$ cat src/rtl/mdm_pkg.sv
// Package: shared constants and types for the modem status tracker.
// Assumes the four lines are kept in one vector indexed by the constants below.
package mdm_pkg;
    localparam int unsigned NUM_LINES = 4;
    localparam int unsigned IDX_CTS   = 0;
    localparam int unsigned IDX_DSR   = 1;
    localparam int unsigned IDX_RI    = 2;
    localparam int unsigned IDX_DCD   = 3;
    localparam int unsigned WORD_W    = 2 * NUM_LINES;

    typedef enum logic [0:0] {
        EDGE_ANY  = 1'b0,
        EDGE_FALL = 1'b1
    } edge_mode_e;

    // Returns which edge of an internal (active-high) level raises a flag.
    function automatic edge_mode_e edge_mode_of(input int unsigned idx);
        return (idx == IDX_RI) ? EDGE_FALL : EDGE_ANY;
    endfunction
endpackage

$ cat src/rtl/mdm_sync.sv
// Module: multi-stage flop synchronizer for a vector of asynchronous inputs.
// Assumes each bit is independent; no bus coherency is needed between bits.
module mdm_sync #(
    parameter int unsigned WIDTH   = 4,
    parameter int unsigned STAGES  = 2,
    parameter logic        RST_VAL = 1'b1
) (
    input  logic             clk,
    input  logic             rst_n,
    input  logic [WIDTH-1:0] async_in,
    output logic [WIDTH-1:0] sync_out
);
    logic [WIDTH-1:0] chain [STAGES];

    genvar s;
    generate
        for (s = 0; s < STAGES; s++) begin : g_stage
            if (s == 0) begin : g_first
                // First stage: capture the raw asynchronous pins.
                always_ff @(posedge clk) begin
                    if (!rst_n) chain[s] <= {WIDTH{RST_VAL}};
                    else        chain[s] <= async_in;
                end
            end else begin : g_next
                // Later stages: let any metastability settle.
                always_ff @(posedge clk) begin
                    if (!rst_n) chain[s] <= {WIDTH{RST_VAL}};
                    else        chain[s] <= chain[s-1];
                end
            end
        end
    endgenerate

    assign sync_out = chain[STAGES-1];
endmodule

$ cat src/rtl/mdm_edge_detect.sv
// Module: per-line edge detector on synchronized active-high levels.
// Assumes input levels are already synchronous to clk; each line uses the
// edge mode given by the package function.
module mdm_edge_detect
    import mdm_pkg::*;
#(
    parameter int unsigned WIDTH = NUM_LINES
) (
    input  logic             clk,
    input  logic             rst_n,
    input  logic [WIDTH-1:0] level,
    output logic [WIDTH-1:0] change_evt
);
    logic [WIDTH-1:0] level_q;

    // Hold the previous sample of every level for comparison.
    always_ff @(posedge clk) begin
        if (!rst_n) level_q <= '0;
        else        level_q <= level;
    end

    genvar i;
    generate
        for (i = 0; i < WIDTH; i++) begin : g_line
            if (edge_mode_of(i) == EDGE_FALL) begin : g_fall
                // Trailing edge only: asserted last cycle, released now.
                assign change_evt[i] = level_q[i] & ~level[i];
            end else begin : g_any
                // Either edge: level differs from last sample.
                assign change_evt[i] = level_q[i] ^ level[i];
            end
        end
    endgenerate
endmodule

$ cat src/rtl/mdm_flag_bank.sv
// Module: sticky change flags with write-one-to-clear.
// Assumes a set event and a clear in the same cycle resolve as set.
module mdm_flag_bank #(
    parameter int unsigned WIDTH = 4
) (
    input  logic             clk,
    input  logic             rst_n,
    input  logic [WIDTH-1:0] set_evt,
    input  logic             clr_en,
    input  logic [WIDTH-1:0] clr_mask,
    output logic [WIDTH-1:0] flags
);
    logic [WIDTH-1:0] clr_vec;

    // Qualify the clear mask with the write strobe.
    always_comb begin
        clr_vec = clr_en ? clr_mask : '0;
    end

    genvar i;
    generate
        for (i = 0; i < WIDTH; i++) begin : g_flag
            // One sticky flag: set has priority over clear.
            always_ff @(posedge clk) begin
                if (!rst_n)           flags[i] <= 1'b0;
                else if (set_evt[i])  flags[i] <= 1'b1;
                else if (clr_vec[i])  flags[i] <= 1'b0;
            end
        end
    endgenerate
endmodule

$ cat src/rtl/mdm_regport.sv
// Module: packs levels and flags into the status word, drives the read
// bus and the interrupt request. Purely combinational; reads have no side effect.
module mdm_regport
    import mdm_pkg::*;
#(
    parameter int unsigned DATA_W = 32
) (
    input  logic [NUM_LINES-1:0] levels,
    input  logic [NUM_LINES-1:0] flags,
    input  logic                 rd_en,
    input  logic                 msi_en,
    output logic [DATA_W-1:0]    rd_data,
    output logic                 irq
);
    logic [WORD_W-1:0] status_word;

    // Levels in the upper nibble, change flags in the lower nibble.
    always_comb begin
        status_word = {levels, flags};
    end

    // Drive the read bus only while the read strobe is high.
    always_comb begin
        rd_data = '0;
        if (rd_en) rd_data[WORD_W-1:0] = status_word;
    end

    // Request an interrupt while enabled and any flag is pending.
    always_comb begin
        irq = msi_en & (|flags);
    end
endmodule

$ cat src/rtl/modem_status_tracker.sv
// Module: top level of the modem status change tracker.
// Assumes the four pins are asynchronous, active-low and idle high.
module modem_status_tracker
    import mdm_pkg::*;
#(
    parameter int unsigned SYNC_STAGES = 2,
    parameter int unsigned DATA_W      = 32
) (
    input  logic              clk,
    input  logic              rst_n,
    input  logic              cts_pin_n,
    input  logic              dsr_pin_n,
    input  logic              ri_pin_n,
    input  logic              dcd_pin_n,
    input  logic              rd_en,
    input  logic              wr_en,
    input  logic [3:0]        wr_data,
    input  logic              msi_en,
    output logic [DATA_W-1:0] rd_data,
    output logic              irq
);
    logic [NUM_LINES-1:0] pins_n;
    logic [NUM_LINES-1:0] pins_sync_n;
    logic [NUM_LINES-1:0] levels;
    logic [NUM_LINES-1:0] change_evt;
    logic [NUM_LINES-1:0] flags;

    // Gather the pins into the package index order.
    always_comb begin
        pins_n          = '1;
        pins_n[IDX_CTS] = cts_pin_n;
        pins_n[IDX_DSR] = dsr_pin_n;
        pins_n[IDX_RI]  = ri_pin_n;
        pins_n[IDX_DCD] = dcd_pin_n;
    end

    mdm_sync #(
        .WIDTH   (NUM_LINES),
        .STAGES  (SYNC_STAGES),
        .RST_VAL (1'b1)
    ) u_sync (
        .clk      (clk),
        .rst_n    (rst_n),
        .async_in (pins_n),
        .sync_out (pins_sync_n)
    );

    // Convert active-low pins to active-high levels.
    always_comb begin
        levels = ~pins_sync_n;
    end

    mdm_edge_detect #(
        .WIDTH (NUM_LINES)
    ) u_edge (
        .clk        (clk),
        .rst_n      (rst_n),
        .level      (levels),
        .change_evt (change_evt)
    );

    mdm_flag_bank #(
        .WIDTH (NUM_LINES)
    ) u_flags (
        .clk      (clk),
        .rst_n    (rst_n),
        .set_evt  (change_evt),
        .clr_en   (wr_en),
        .clr_mask (wr_data),
        .flags    (flags)
    );

    mdm_regport #(
        .DATA_W (DATA_W)
    ) u_regport (
        .levels  (levels),
        .flags   (flags),
        .rd_en   (rd_en),
        .msi_en  (msi_en),
        .rd_data (rd_data),
        .irq     (irq)
    );
endmodule

$ cat config.mk
export PLATFORM = sky130hd
export DESIGN_NAME = modem_status_tracker
export DESIGN_NICKNAME = d
export VERILOG_FILES = /design/src/rtl/mdm_pkg.sv /design/src/rtl/mdm_sync.sv /design/src/rtl/mdm_edge_detect.sv /design/src/rtl/mdm_flag_bank.sv /design/src/rtl/mdm_regport.sv /design/src/rtl/modem_status_tracker.sv
export SDC_FILE = /design/constraint.sdc
export NUM_CORES = 1
export LEC_CHECK = 0
export ABC_AREA = 0
export BUFFER_PORTS_ARGS = -buffer_cell sky130_fd_sc_hd__buf_2
export CAP_MARGIN = 20
export CORE_MARGIN = 2
export CORE_UTILIZATION = 41
export DETAILED_ROUTE_END_ITERATION = 8
export PLACE_DENSITY = 0.77
export SLEW_MARGIN = 15
export SYNTH_ARGS = -nofsm -noshare
export SYNTH_HDL_FRONTEND = slang
export SYNTH_SLANG_ARGS = --single-unit
$ cat constraint.sdc
create_clock -name clk -period 0.9 [get_ports clk]
set_input_delay 0.135 -clock clk [delete_from_list [all_inputs] [get_ports clk]]
set_output_delay 0.135 -clock clk [all_outputs]
set_load 0.02 [all_outputs]
==> metrics.md, run 1 <==
| Metric | Value |
|---|---|
| Worst VDD drop | `0.000967 V` |
| Gpl congestion | `0.610` |
| Final WL | `1100 um` |
| Count leader, synth | `buf_4` |
| Layout net count | `119` |
| Layout cell share with drive strength beyond 1 | `43.8%` |
| Area leader, netlist | `dfxtp_1` |
| Mean routed wirelength per cell | `8.49 um` |
| Initial DRC count | `0` |
| Starting density of the core | `43.8%` |
| 1st-pass router iterations | `1` |
| Final ANT Viol Nets | `0` |
| Startpoint Class | `flip-flop` |
| TritonCTS clock tree | `yes` |
| Design Power | `1480 uW` |
| Port Buf Inserts | `21` |
| Clock Tree Root | `clkbuf_4` |
| Remaining DRCs | `0` |
| CP Capture Type | `output pin` |
| Netlist cell types | `16` |
| Tmin final | `1.29 ns` |
| CP arrival | `1.16 ns` |
| Hpwl dp | `802 um` |
| Max cap viols | `0` |
| Final period util | `144%` |
| Setup TNS | `-1.51 ns` |
| Top cells by count, synth | `buf_4 (25), dfxtp_1 (16), nor2b_1 (5), or2b_1 (5)` |
| Ranking of synthesized cells by area | `dfxtp_1 (42%), buf_4 (25%), or2b_1 (5.0%)` |
| R2R Setup Slk | `0.05 ns` |
| Row cnt | `15` |
| Clk_skew | `0.000554 ns` |
| Leak pwr | `0.000459 uW` |
| Worst Hold Class | `input pin to flip-flop` |
| Seq/Total Area, Yosys | `42.4%` |
| Via density per instance | `3.89` |
| H-tree depth | `1` |
| Pwr Density | `1570 nW/um2` |
| Cells after synthesis | `75` |
| Initial antenna violation count | `0` |
| RSZ-0062 raised after global routing | `true` |
| I/O pin cnt | `46` |
| Setup Crit Path Kind | `flip-flop to output pin` |
| Worst-Skew Late Latency | `0.28 ns` |
| Mean Syn Cell Area | `10.1 um2` |
| DIE AREA | `2200 um2` |
| Total GRT Usage | `11.1%` |
| Vias in the first global route | `460` |
| Post-Syn Area | `756 um2` |
| Synth warnings | `0` |
| Die width | `46.9 um` |
| Max-slew violations | `0` |
| Design area | `941 um2` |
| #FFs+latches synth | `16` |
| Synth top area share | `42.4%` |
| Post-DP Area | `806 um2` |
| Core area | `1730 um2` |
| Setup WS post-layout | `-0.393 ns` |
| WP data required | `0.76 ns` |
| Die height | `46.9 um` |
| Antenna Cells | `0` |
| Highest Clock Rate | `774 MHz` |
| GRT Residual Overflow | `0` |
| Clk sinks | `16` |
| Cts hold-fix bufs | `0` |
| Total CTS buffers | `3` |
| First-pass GRT wire length | `1690 um` |
| Failing checks | `setup timing` |
| Synth-to-layout area growth | `24.5%` |
| Crit-path max FO | `2` |
| Final setup fails | `9` |
| Status | `finished, violations left` |
| Post-synth ARST share | `0%` |
| Filler cell count | `160` |
| Largest net degree at the start of global routing | `17` |
| CTS Buffer Depth | `2` |
| Via count | `506` |
| Final Core Density | `54.5%` |
| Clk slew on worst S/H paths | `0.09 ns` |
| Final hold vios | `0` |
| Number of flops mapped to enable cells by yosys | `0` |
| Setup WS pre-CTS | `-0.0916 ns` |
| Post-synth top flop | `dfxtp_1` |
worst max-delay path, cell delays in order (launching register included):
cell,delay (ns)
dfxtp_1,0.32
o41a_1,0.42
buf_6,0.14
flip-flops by register name, summed over array words and instances, names as in the netlist:
signal          flops
u_flags.flags       4
u_sync.chain        8
u_edge.level_q      4
cells by family after synthesis:
logic type      count (synthesis)  share of synthesized area, %
simple gates                   21                          18.5
compound gates                  9                          10.3
xor+xnor                        3                          3.48
other cells                     1                         0.496
buf+inv                        25                          24.8
flops                          16                          42.4
cells in the final DEF (no fill, tap or decap), types with 3 or more instances in the layout:
master and count:
o21a_1 3, and2_4 3, buf_4 9, buf_6 6
clkbuf_4 3, dfxtp_1 9, a21boi_0 3, and2b_1 3
buf_2 13, conb_1 24, nor2b_1 4, dfxtp_2 7
nand2b_1 3, xnor2_1 3, or2b_1 5
layer usage:
| metal | global-route usage [%] | routed length [um] |
|---|---|---|
| met1 | 11.6 | 409 |
| met2 | 21.1 | 585 |
| met3 | 2.31 | 108 |
| met4 | 5.00 | 0 |
| met5 | 0 | 0 |
power by group:
group	leakage (uW)	switching, uW	internal [uW]
Combinational	0.000306	159	106
Clock	0.0000210	211	246
Sequential	0.000131	12.7	742
timing repair:
| item | CTS | global route |
|---|---|---|
| gates resized for setup | 23 | 2 |
| setup buffers | 5 | 0 |
| setup endpoints to repair | 9 | 9 |
worst paths after layout:
kind                                                     from                             to  depth (start not counted)
worst max-delay path            u_flags.flags[3]$_SDFFE_PN0P_                            irq                          2
worst min-delay path                                dsr_pin_n  u_sync.chain[0][1]$_SDFF_PN1_                          2
worst max register to register  u_flags.flags[0]$_SDFFE_PN0P_  u_flags.flags[0]$_SDFFE_PN0P_                          3
worst min register to register  u_sync.chain[0][1]$_SDFF_PN1_  u_sync.chain[1][1]$_SDFF_PN1_                          1
metrics by stage:
| step | cells | hold slack, ns |
|---|---|---|
| detailed placement | 121 | 0.315 |
| global route | 130 | 0.0193 |
| floorplan | 98 | 0.208 |
| finish | 130 | 0.0285 |
| CTS | 130 | 0.0167 |
| global placement | 121 | 0.310 |
area by class of cell:
cell class	instances	area [um2]	share of cell area, %
clock buffers	4	36.3	3.86
multi-input cells	57	344	36.6
flip-flops and latches	16	329	35.0
well taps	25	31.3	3.32
repair buffers	28	200	21.3
Power figures use the tool's default switching activity.
==> run 2: changes to the inputs <==
--- a/config.mk
+++ b/config.mk
@@ -5,14 +5,14 @@
 export SDC_FILE = /design/constraint.sdc
 export NUM_CORES = 1
 export LEC_CHECK = 0
-export ABC_AREA = 0
-export BUFFER_PORTS_ARGS = -buffer_cell sky130_fd_sc_hd__buf_2
+export ABC_AREA = 1
 export CAP_MARGIN = 20
 export CORE_MARGIN = 2
-export CORE_UTILIZATION = 41
+export CORE_UTILIZATION = 45
 export DETAILED_ROUTE_END_ITERATION = 8
-export PLACE_DENSITY = 0.77
+export DONT_BUFFER_PORTS = 1
 export SLEW_MARGIN = 15
 export SYNTH_ARGS = -nofsm -noshare
 export SYNTH_HDL_FRONTEND = slang
+export SYNTH_HIERARCHICAL = 1
 export SYNTH_SLANG_ARGS = --single-unit
==> metrics.md, run 2 <==
| Metric | Value |
|---|---|
| Status | `finished, violations left (unchanged)` |
| Failing checks | `setup timing (unchanged)` |
| TritonCTS clock tree | `yes (unchanged)` |
| Synth warnings | `6 (was 0)` |
| Seq/Total Area, Yosys | `38.5% (was 42.4%)` |
| CP Capture Type | `output pin (unchanged)` |
| Crit-path max FO | `2 (unchanged)` |
| CP arrival | `0.95 ns (was 1.16 ns)` |
| RR Startpoint | `u_sync/chain[1][0]$_SDFF_PN1_ (was u_flags.flags[0]$_SDFFE_PN0P_)` |
| Initial antenna violation count | `0 (unchanged)` |
| Die height | `47 um (was 46.9 um)` |
| Remaining DRCs | `0 (unchanged)` |
| Final period util | `120% (was 144%)` |
| Design area | `983 um2 (was 941 um2)` |
| Vias in the first global route | `503 (was 460)` |
| Via count | `611 (was 506)` |
| Hold Path Origin | `wr_en (was dsr_pin_n)` |
| Top Registers | `u_sync/chain x8, u_edge/level_q x4, u_flags/flags x4 (was u_sync.chain x8, u_edge.level_q x4, u_flags.flags x4)` |
| Total GRT Usage | `11.1% (about the same)` |
| Area leader, netlist | `dfxtp_1 (unchanged)` |
| Total CTS buffers | `3 (unchanged)` |
| Mean Syn Cell Area | `6.66 um2 (was 10.1 um2)` |
| WP data required | `0.76 ns (about the same)` |
| Worst hold margin | `0.0316 ns (was 0.0285 ns)` |
| Final WL | `1280 um (was 1100 um)` |
| Number of flip-flops under the largest register name | `8 (unchanged)` |
| Largest net degree at the start of global routing | `13 (was 17)` |
| Worst path top cell family by delay | `flip-flops (was compound AO/OA/AOI/OAI gates)` |
| Max-slew violations | `0 (unchanged)` |
| Post-Place Cells | `148 (was 121)` |
| Final hold vios | `0 (unchanged)` |
| CTS Buffer Depth | `2 (unchanged)` |
| Largest Register | `u_sync/chain (was u_sync.chain)` |
| Gpl congestion | `0.713 (was 0.610)` |
| RSZ-0062 raised after global routing | `true (unchanged)` |
| Core area | `1730 um2 (unchanged)` |
| Initial DRC count | `8 (was 0)` |
| Starting density of the core | `48.2% (was 43.8%)` |
| Netlist cell types | `9 (was 16)` |
| Mean routed wirelength per cell | `7.78 um (was 8.49 um)` |
| Finished Layout Cells | `164 (was 130)` |
| Synth-to-layout area growth | `18.2% (was 24.5%)` |
| Pwr Density | `1400 nW/um2 (was 1570 nW/um2)` |
| Synth top area share | `38.5% (was 42.4%)` |
| Final Core Density | `57.0% (was 54.5%)` |
| Via density per instance | `3.73 (was 3.89)` |
| DIE AREA | `2210 um2 (was 2200 um2)` |
| Antenna Cells | `0 (unchanged)` |
| Setup WS post-layout | `-0.182 ns (was -0.393 ns)` |
| Final setup fails | `9 (unchanged)` |
| Post-synth ARST share | `0% (unchanged)` |
| Hpwl dp | `826 um (was 802 um)` |
| Number of flops mapped to enable cells by yosys | `0 (unchanged)` |
| Post-Syn Area | `832 um2 (was 756 um2)` |
| Commonest non-fill, non-tap cell in the layout | `nand2_1 (was conb_1)` |
| Setup Crit Path Kind | `flip-flop to output pin (unchanged)` |
| Clk slew on worst S/H paths | `0.09 ns (about the same)` |
| GRT Residual Overflow | `0 (unchanged)` |
| 1st-pass router iterations | `4 (was 1)` |
| Worst VDD drop | `0.000813 V (was 0.000967 V)` |
| Tmin final | `1.08 ns (was 1.29 ns)` |
| Clk_skew | `0.00534 ns (was 0.000554 ns)` |
| First-pass GRT wire length | `1700 um (was 1690 um)` |
| Critical path origin | `u_flags/flags[2]$_SDFFE_PN0P_ (was u_flags.flags[3]$_SDFFE_PN0P_)` |
| Layout net count | `154 (was 119)` |
| Row cnt | `15 (unchanged)` |
| Max cap viols | `0 (unchanged)` |
| H-tree depth | `1 (unchanged)` |
| Most frequent cells in the layout | `nand2_1 (29), inv_1 (25), conb_1 (24) (was conb_1 (24), buf_2 (13), buf_4 (9), dfxtp_1 (9), dfxtp_2 (7))` |
| Crit-path max cell delay | `0.34 ns (was 0.42 ns)` |
| Startpoint Class | `flip-flop (unchanged)` |
| Highest Clock Rate | `924 MHz (was 774 MHz)` |
| Clock Tree Root | `clkbuf_4 (unchanged)` |
| Die width | `47 um (was 46.9 um)` |
| Layout cell share with drive strength beyond 1 | `30.2% (was 43.8%)` |
| R2R Setup Slk | `0.07 ns (was 0.05 ns)` |
| Multi-input gate area in the final layout | `313 um2 (was 344 um2)` |
| Top cells by count, synth | `inv_1 (37), nand2_1 (37), buf_4 (24), dfxtp_1 (16), a21oi_1 (4) (was buf_4 (25), dfxtp_1 (16), nor2b_1 (5), or2b_1 (5))` |
| Clk sinks | `16 (unchanged)` |
| Register area | `330 um2 (was 329 um2)` |
| Worst Hold Class | `input pin to flip-flop (unchanged)` |
| Final ANT Viol Nets | `0 (unchanged)` |
| CP Cell Sequence | `nor2_1, a21oi_1, buf_4 (was o41a_1, buf_6)` |
| Ranking of synthesized cells by area | `dfxtp_1 (38%), buf_4 (22%), inv_1 (17%) (was dfxtp_1 (42%), buf_4 (25%), or2b_1 (5.0%))` |
| I/O pin cnt | `46 (unchanged)` |
| Leak pwr | `0.000611 uW (was 0.000459 uW)` |
| Worst-Skew Late Latency | `0.28 ns (about the same)` |
| Port Buf Inserts | `0 (was 21)` |
| Post-synth top flop | `dfxtp_1 (unchanged)` |
| Filler cell count | `189 (was 160)` |
| #FFs+latches synth | `16 (unchanged)` |
| Post-DP Area | `767 um2 (was 806 um2)` |
| Cells after synthesis | `125 (was 75)` |
| CP max-delay cell | `dfxtp_2 (was o41a_1)` |
| Crit path buf inv count | `1 (unchanged)` |
run 2: cell types whose count changed in the layout (fill, tap and decap cells not counted), sizes merged, moves of 4 or more:
cell / before / now
a21boi: 4 / 0
and2: 4 / 0
nand2: 1 / 37
a21oi: 0 / 5
nor2b: 5 / 0
dlygate4sd3: 0 / 4
inv: 0 / 37
or2b: 5 / 0
buf: 28 / 9
run 2: worst register-to-register path, stage by stage (launching register included):
cell     delay (ns)
dfxtp_2        0.33
inv_2          0.04
buf_4          0.13
inv_1          0.04
nand2_1        0.04
nand2_1        0.05
inv_1          0.04
a21oi_2        0.11
run 2: logic make-up (layout without fill, tap and decap cells):
logic type	Yosys count	count (layout)	synth area share (%)
buffers and inverters	63	54	39.5
AND/OR/NAND/NOR	40	40	18.0
flip-flops	16	16	38.5
AO/OA/AOI/OAI	5	5	3.46
other	1	24	0.451
run 2: layout make-up:
type                    instances  share of cell area, %
clock buffers                   3                   2.29
inverters                      37                   16.2
multi-input cells              69                   31.8
flip-flops and latches         16                   33.6
well taps                      25                   3.18
repair buffers                 14                   13.0
run 2: stage by stage:
step	setup TNS (ns)	power [uW]	setup slack [ns]
floorplan	0	1020	0.0317
global placement	0	949	0.108
detailed placement	0	954	0.0841
CTS	-0.598	1380	-0.188
global route	-0.914	1450	-0.223
finish	-0.533	1380	-0.182
run 2: where the power goes:
| group | switching, uW | internal, uW | leakage, uW | total, uW |
|---|---|---|---|---|
| registers | 12.6 | 742 | 0.000132 | 754 |
| clock network | 204 | 155 | 0.0000138 | 359 |
| logic | 183 | 81.2 | 0.000465 | 264 |
| total | 399 | 978 | 0.000611 | 1380 |
run 2: path summary, 6_finish.rpt:
check | endpoint | cells after the start
max | irq | 3
min | u_flags/flags[2]$_SDFFE_PN0P_ | 3
max reg2reg | u_flags/flags[0]$_SDFFE_PN0P_ | 7
min reg2reg | u_sync/chain[1][0]$_SDFF_PN1_ | 2
run 2: layer usage:
layer	share of wire [%]	up-vias	GRT usage, %	wire length (um)
met1	38	264	8.75	488
met5	0	-	0	0
met3	6.5	0	2.31	83
met4	0	0	5.00	0
li1	-	321	-	-
met2	55	26	24.4	705
run 2: repair_timing:
action	in CTS	in global routing
endpoints found under the setup margin	9	19
hold buffers	5	0
gates cloned	0	0
gates resized for setup	35	10
buffers inserted	7	2
pin swaps	7	5
hold endpoints to repair	12	0
